**src/rtl/rxm_pkg.sv**
```systemverilog
package rxm_pkg;
  typedef enum logic [2:0] {
    ST_INIT   = 3'd0,
    ST_RXINIT = 3'd1,
    ST_SLEEP  = 3'd2,
    ST_SLAVE  = 3'd3,
    ST_POLL   = 3'd4,
    ST_PRUN   = 3'd5
  } rxm_state_e;

  localparam int unsigned MSEL_BIT = 0;
  localparam int unsigned SLEN_BIT = 1;
endpackage

```
**src/rtl/rxm_cfg_reg.sv**
```systemverilog
module rxm_cfg_reg #(
  parameter int unsigned          ADDR_W   = 8,
  parameter int unsigned          DATA_W   = 8,
  parameter logic [ADDR_W-1:0]    REG_ADDR = 8'h02,
  parameter logic [DATA_W-1:0]    REG_RST  = 8'h40
) (
  input  logic              clk_i,
  input  logic              rst_ni,
  input  logic              wr_en_i,
  input  logic [ADDR_W-1:0] wr_addr_i,
  input  logic [DATA_W-1:0] wr_data_i,
  output logic [DATA_W-1:0] cfg_o
);
  logic hit;
  assign hit = wr_en_i && (wr_addr_i == REG_ADDR);

  always_ff @(posedge clk_i or negedge rst_ni) begin
    if (!rst_ni)  cfg_o <= REG_RST;
    else if (hit) cfg_o <= wr_data_i;
  end
endmodule

```
**src/rtl/rxm_dwell_ctr.sv**
```systemverilog
module rxm_dwell_ctr
  import rxm_pkg::*;
#(
  parameter int unsigned INIT_CYC = 4,
  parameter int unsigned RXI_CYC  = 3
) (
  input  logic       clk_i,
  input  logic       rst_ni,
  input  rxm_state_e state_i,
  input  logic       st_chg_i,
  output logic       done_o
);
  localparam int unsigned MAXC = (INIT_CYC > RXI_CYC) ? INIT_CYC : RXI_CYC;
  localparam int unsigned CW   = (MAXC > 1) ? $clog2(MAXC) : 1;
  localparam logic [CW-1:0] INIT_LAST = CW'(INIT_CYC - 1);
  localparam logic [CW-1:0] RXI_LAST  = CW'(RXI_CYC - 1);

  logic [CW-1:0] cnt_q;
  logic          counting;

  assign counting = (state_i == ST_INIT) || (state_i == ST_RXINIT);

  always_ff @(posedge clk_i or negedge rst_ni) begin
    if (!rst_ni)       cnt_q <= '0;
    else if (st_chg_i) cnt_q <= '0;
    else if (counting) cnt_q <= cnt_q + 1'b1;
  end

  always_comb begin
    unique case (state_i)
      ST_INIT:   done_o = (cnt_q == INIT_LAST);
      ST_RXINIT: done_o = (cnt_q == RXI_LAST);
      default:   done_o = 1'b0;
    endcase
  end
endmodule

```
**src/rtl/rxm_poll_tmr.sv**
```systemverilog
module rxm_poll_tmr #(
  parameter int unsigned POLL_OFF = 6,
  parameter int unsigned POLL_ON  = 3
) (
  input  logic clk_i,
  input  logic rst_ni,
  input  logic run_i,
  output logic on_win_o
);
  localparam int unsigned PER = POLL_OFF + POLL_ON;
  localparam int unsigned PW  = (PER > 1) ? $clog2(PER) : 1;
  localparam logic [PW-1:0] PER_LAST = PW'(PER - 1);
  localparam logic [PW-1:0] ON_START = PW'(POLL_OFF);

  logic [PW-1:0] tmr_q;

  always_ff @(posedge clk_i or negedge rst_ni) begin
    if (!rst_ni)                tmr_q <= '0;
    else if (!run_i)            tmr_q <= '0;
    else if (tmr_q == PER_LAST) tmr_q <= '0;
    else                        tmr_q <= tmr_q + 1'b1;
  end

  assign on_win_o = run_i && (tmr_q >= ON_START);
endmodule

```
**src/rtl/rxm_mode_ctrl.sv**
```systemverilog
module rxm_mode_ctrl
  import rxm_pkg::*;
#(
  parameter int unsigned       ADDR_W   = 8,
  parameter logic [ADDR_W-1:0] REG_ADDR = 8'h02,
  parameter logic [7:0]        REG_RST  = 8'h40,
  parameter int unsigned       INIT_CYC = 4,
  parameter int unsigned       RXI_CYC  = 3,
  parameter int unsigned       POLL_OFF = 6,
  parameter int unsigned       POLL_ON  = 3
) (
  input  logic              clk_i,
  input  logic              rst_ni,
  input  logic              wr_en_i,
  input  logic [ADDR_W-1:0] wr_addr_i,
  input  logic [7:0]        wr_data_i,
  input  logic              wuc_found_i,
  input  logic              timeout_i,
  output logic [2:0]        state_o,
  output logic              rx_en_o
);
  logic [7:0] cfg_q;
  logic       msel, slen;
  rxm_state_e state_q, state_d;
  logic       dwell_done, on_win, st_chg;

  rxm_cfg_reg #(
    .ADDR_W(ADDR_W), .DATA_W(8), .REG_ADDR(REG_ADDR), .REG_RST(REG_RST)
  ) u_cfg (
    .clk_i, .rst_ni, .wr_en_i, .wr_addr_i, .wr_data_i, .cfg_o(cfg_q)
  );

  assign msel = cfg_q[MSEL_BIT];
  assign slen = cfg_q[SLEN_BIT];

  rxm_dwell_ctr #(.INIT_CYC(INIT_CYC), .RXI_CYC(RXI_CYC)) u_dwell (
    .clk_i, .rst_ni, .state_i(state_q), .st_chg_i(st_chg), .done_o(dwell_done)
  );

  rxm_poll_tmr #(.POLL_OFF(POLL_OFF), .POLL_ON(POLL_ON)) u_ptmr (
    .clk_i, .rst_ni, .run_i(state_q == ST_POLL), .on_win_o(on_win)
  );

  // mode_sel mismatch with the settled mode forces a full re-init
  always_comb begin
    state_d = state_q;
    unique case (state_q)
      ST_INIT:   if (dwell_done) state_d = ST_RXINIT;
      ST_RXINIT: if (dwell_done) state_d = msel ? ST_POLL : (slen ? ST_SLAVE : ST_SLEEP);
      ST_SLEEP,
      ST_SLAVE:  state_d = msel ? ST_INIT : (slen ? ST_SLAVE : ST_SLEEP);
      ST_POLL:   if (!msel) state_d = ST_INIT;
                 else if (on_win && wuc_found_i) state_d = ST_PRUN;
      ST_PRUN:   if (!msel) state_d = ST_INIT;
                 else if (timeout_i) state_d = ST_POLL;
      default:   state_d = ST_INIT;
    endcase
  end

  assign st_chg = (state_d != state_q);

  always_ff @(posedge clk_i or negedge rst_ni) begin
    if (!rst_ni) state_q <= ST_INIT;
    else         state_q <= state_d;
  end

  assign state_o = state_q;
  assign rx_en_o = (state_q == ST_SLAVE) || (state_q == ST_PRUN) || on_win;
endmodule

```
**config.mk**
```make
export PLATFORM = sky130hd
export DESIGN_NAME = rxm_mode_ctrl
export DESIGN_NICKNAME = d
export VERILOG_FILES = /design/src/rtl/rxm_pkg.sv /design/src/rtl/rxm_cfg_reg.sv /design/src/rtl/rxm_dwell_ctr.sv /design/src/rtl/rxm_poll_tmr.sv /design/src/rtl/rxm_mode_ctrl.sv
export SDC_FILE = /design/constraint.sdc
export NUM_CORES = 1
export LEC_CHECK = 0
export BUFFER_PORTS_ARGS = -buffer_cell sky130_fd_sc_hd__buf_2
export CORE_MARGIN = 2
export CORE_UTILIZATION = 37
export CTS_CLUSTER_SIZE = 25
export DETAILED_ROUTE_END_ITERATION = 8
export PLACE_DENSITY_LB_ADDON = 0.3
export SYNTH_ARGS = -nofsm -noshare
export SYNTH_HDL_FRONTEND = slang
export SYNTH_SLANG_ARGS = --single-unit
```
**constraint.sdc**
```tcl
create_clock -name clk_i -period 1.5 [get_ports clk_i]
set_clock_uncertainty 0.05 [all_clocks]
set_input_delay 0.075 -clock clk_i [delete_from_list [all_inputs] [get_ports clk_i]]
set_output_delay 0.075 -clock clk_i [all_outputs]
set_load 0.1 [all_outputs]
```
==> results.sh <==
export IMPL_cts_inserted_buffers=3
export IMPL_cts_tree="built"
export IMPL_pin_count=25
export IMPL_relSlewSlack_pct=67.9
export IMPL_via_count=685
export IMPL_netlist_area_leader_share_pct=39.8
export IMPL_synth_main_ff_cell="dfrtp_1"
export IMPL_min_period_ns=1.71
export IMPL_worst_slew_pin_slew_ns=0.484
export IMPL_power_switching_mw=0.741
export IMPL_fin_util_pct=60.6
export IMPL_pwr_share_seq_pct=26.2
export IMPL_cts_max_level=1
export IMPL_final_hold_viol_count=0
export IMPL_r2r_start="state_o[2]"
export IMPL_use_met2_pct=28.4
export IMPL_rsz0062_at_grt="true"
export IMPL_yosysTopAreaCell="dfrtp_1"
export IMPL_cp_arrival_ns=1.86
export IMPL_p_comb_share_pct=61.5
export IMPL_cts_buffer_depth=2
export IMPL_antenna_cells=0
export IMPL_netlist_area_um2=692
export IMPL_cp_max_fo=4
export IMPL_worstHoldStart="wr_addr_i[6]"
export IMPL_synthDistinctLibCells=35
export IMPL_crit_buf_inv=0
export IMPL_synthMuxAreaShare_pct=3.25
export IMPL_fp_dieH_um=47.2
export IMPL_ys_warn_count=0
export IMPL_synth_compound_area_share_pct=17.0
export IMPL_yosys_register_bits=11
export IMPL_die_area_um2=2230
export IMPL_required_ns=1.65
export IMPL_wl_per_cell_um=11.8
export IMPL_chipWidth_um=47.2
export IMPL_worstPathCellList="and3b_4 -> a32o_2 -> or4_4 -> a21oi_2"
export IMPL_grtUsageMet3_pct=3.46
export IMPL_use_met1_pct=23.2
export IMPL_synth_area_leaders="dfrtp_1, ha_1, a21oi_1, mux2_2, inv_16"
export IMPL_grt_antenna_before_repair=0
export IMPL_slowest_stage="or4_4"
export IMPL_synthTopCellsByCount="dfrtp_1, a21oi_1, nor2_1"
export IMPL_post_synth_xor_area_fraction_pct=2.53
export IMPL_start_kind="flop"
export IMPL_clock_sinks=11
export IMPL_critPathTopFamily="simple AND/OR/NAND/NOR gates"
export IMPL_layout_drive_gt1_share_pct=51.4
export IMPL_dr_pass1_iters=2
export IMPL_crit_type="reg2reg"
export IMPL_grt_use_total_pct=18.1
export IMPL_period_share_pct=114
export IMPL_rows=15
export IMPL_viasPerCell=5.19
export IMPL_syn_nets=93
export IMPL_crit_start="state_o[2]"
export IMPL_hp_class="in2reg"
export IMPL_fill_cells=161
export IMPL_hpwl_um=1250
export IMPL_initial_utilization_pct=39.6
export IMPL_synth_cells=69
export IMPL_clock_latency_ns=0.27
export IMPL_ys_seq_area_share_pct=39.8
export IMPL_maxSlewViolCount=0
export IMPL_busiest_layer="met2"
export IMPL_finalSetupViolations=4
export IMPL_violations="setup timing"
export IMPL_power_internal_mw=0.922
export IMPL_first_iter_violations=6
export IMPL_p_per_area_nw_per_um2=1570
export IMPL_overflow=0
export IMPL_total_power_mw=1.66
export IMPL_fin_nets=132
export IMPL_setup_slack_ns=-0.210
export IMPL_grt_pass1_wl_um=2760
export IMPL_synthArstFlopShare_pct=100
export IMPL_post_synth_top_count_cell="dfrtp_1"
export IMPL_power_leakage_nw=0.489
export IMPL_routed_wl_um=1560
export IMPL_cap_violations=0
export IMPL_path_clk_slew_ns=0.07
export IMPL_drc=0
export IMPL_synth_top_family_by_area="simple AND/OR/NAND/NOR gates"
export IMPL_status="complete, but fails checks"
export IMPL_area_growth_pct=52.8
export IMPL_avgSynthCellArea_um2=10.0
export IMPL_synthAdderAreaFrac_pct=5.42
export IMPL_postRouteAntennaNets=0
export IMPL_cts_root_buffer="clkbuf_4"
export IMPL_core_um2=1750
export IMPL_port_buffers=18
export IMPL_ir_drop_uv=884
export IMPL_gp_congestion=0.819
export IMPL_max_freq_mhz=585
export IMPL_grt_pass1_vias=640
export IMPL_synth_edf_count=0
export IMPL_switching_share_pct=44.6
export IMPL_grt_max_degree=12
export IMPL_synthSimpleGateAreaFrac_pct=24.4
export IMPL_slowest_delay_ns=0.49
export IMPL_p_clk_share_pct=12.3
export IMPL_end_kind="flop"
==> placed cells by master (no fill, tap or decap), types with 2 or more instances in the layout <==
cell type,synthesis,final
clkbuf_4,0,3
nor2_1,4,3
nand2b_1,3,3
a21oi_2,0,2
inv_2,1,2
nand2_1,3,3
ha_1,3,2
dlygate4sd3_1,0,3
a21oi_1,7,5
buf_2,2,15
nor3_1,3,2
a211o_1,2,2
buf_4,0,16
nand3b_1,2,2
nor3b_1,2,2
mux2_2,2,2
dfrtp_1,11,8
nor2b_1,2,2
dfrtp_4,0,2
buf_12,0,3
==> per-layer routing <==
metal / wire length [um] / vias up
met5: 0 / -
met4: 12 / 0
met3: 56 / 2
met2: 778 / 19
met1: 712 / 333
li1: - / 331
==> power by group through the flow <==
stage               Sequential (mW)  Combinational [mW]  Clock [mW]
detailed placement            0.441                1.00           0
floorplan                     0.630               0.471           0
CTS                           0.434                1.02       0.213
global route                  0.449                1.10       0.228
finish                        0.436                1.02       0.204
global placement              0.435               0.987           0
==> kinds of logic (layout without fill, tap and decap cells) <==
family / Yosys count / in the layout
fa+ha+maj: 3 / 3
flops: 11 / 11
xor+xnor: 2 / 2
buf+inv: 7 / 45
compound gates: 17 / 17
mux: 2 / 2
simple gates: 27 / 27
==> flip-flops by register name, indices dropped and copies added, names as in the netlist <==
signal         cells
u_ptmr.tmr_q       4
u_dwell.cnt_q      2
state_o            3
u_cfg.cfg_o        2
==> through the flow <==
stage,TNS [ns],hold slack (ns),instance area [um2],worst slack [ns],instances
floorplan,-1.30,-0.271,728,-0.412,69
global placement,-0.443,-0.0961,987,-0.212,125
detailed placement,-0.564,-0.0933,987,-0.251,125
CTS,-0.695,0.141,1050,-0.244,132
global route,-0.871,0.144,1060,-0.278,132
finish,-0.583,0.139,1060,-0.210,132
==> final timing paths <==
path                       cells past startpoint  slack [ns]          endpoint
setup reg to reg                               4       -0.21  u_dwell.cnt_q[1]
max in group asynchronous                      2        1.03        state_o[1]
hold reg to reg                                1        0.49    u_cfg.cfg_o[1]
hold / removal                                 3        0.14    u_cfg.cfg_o[1]
setup / recovery                               4       -0.21  u_dwell.cnt_q[1]
min in group asynchronous                      2        0.15        state_o[2]
==> cell type report <==
type / instances / area (um2) / area share, %
clock buffer: 4 / 26.3 / 2.49
sequential: 11 / 284 / 26.9
inverter: 4 / 31.3 / 2.96
multi-input combinational: 51 / 399 / 37.8
tap: 25 / 31.3 / 2.96
timing repair buffer: 37 / 285 / 27.0
==> worst register-to-register path, delay by kind of cell (launching register included) <==
kind | cells | cell delay (ns)
AO/OA/AOI/OAI | 2 | 0.42
flip-flops | 1 | 0.47
AND/OR/NAND/NOR | 2 | 0.70
==> repair_timing <==
item                                    4_1_cts  5_1_grt
hold buffers                                  3        0
hold endpoints to repair                     13        0
endpoints found under the setup margin        4        7
gates resized for setup                       3        3
setup buffers                                 0        0
pin swaps                                     6        3
No activity file was read; power rests on OpenSTA's default activity.
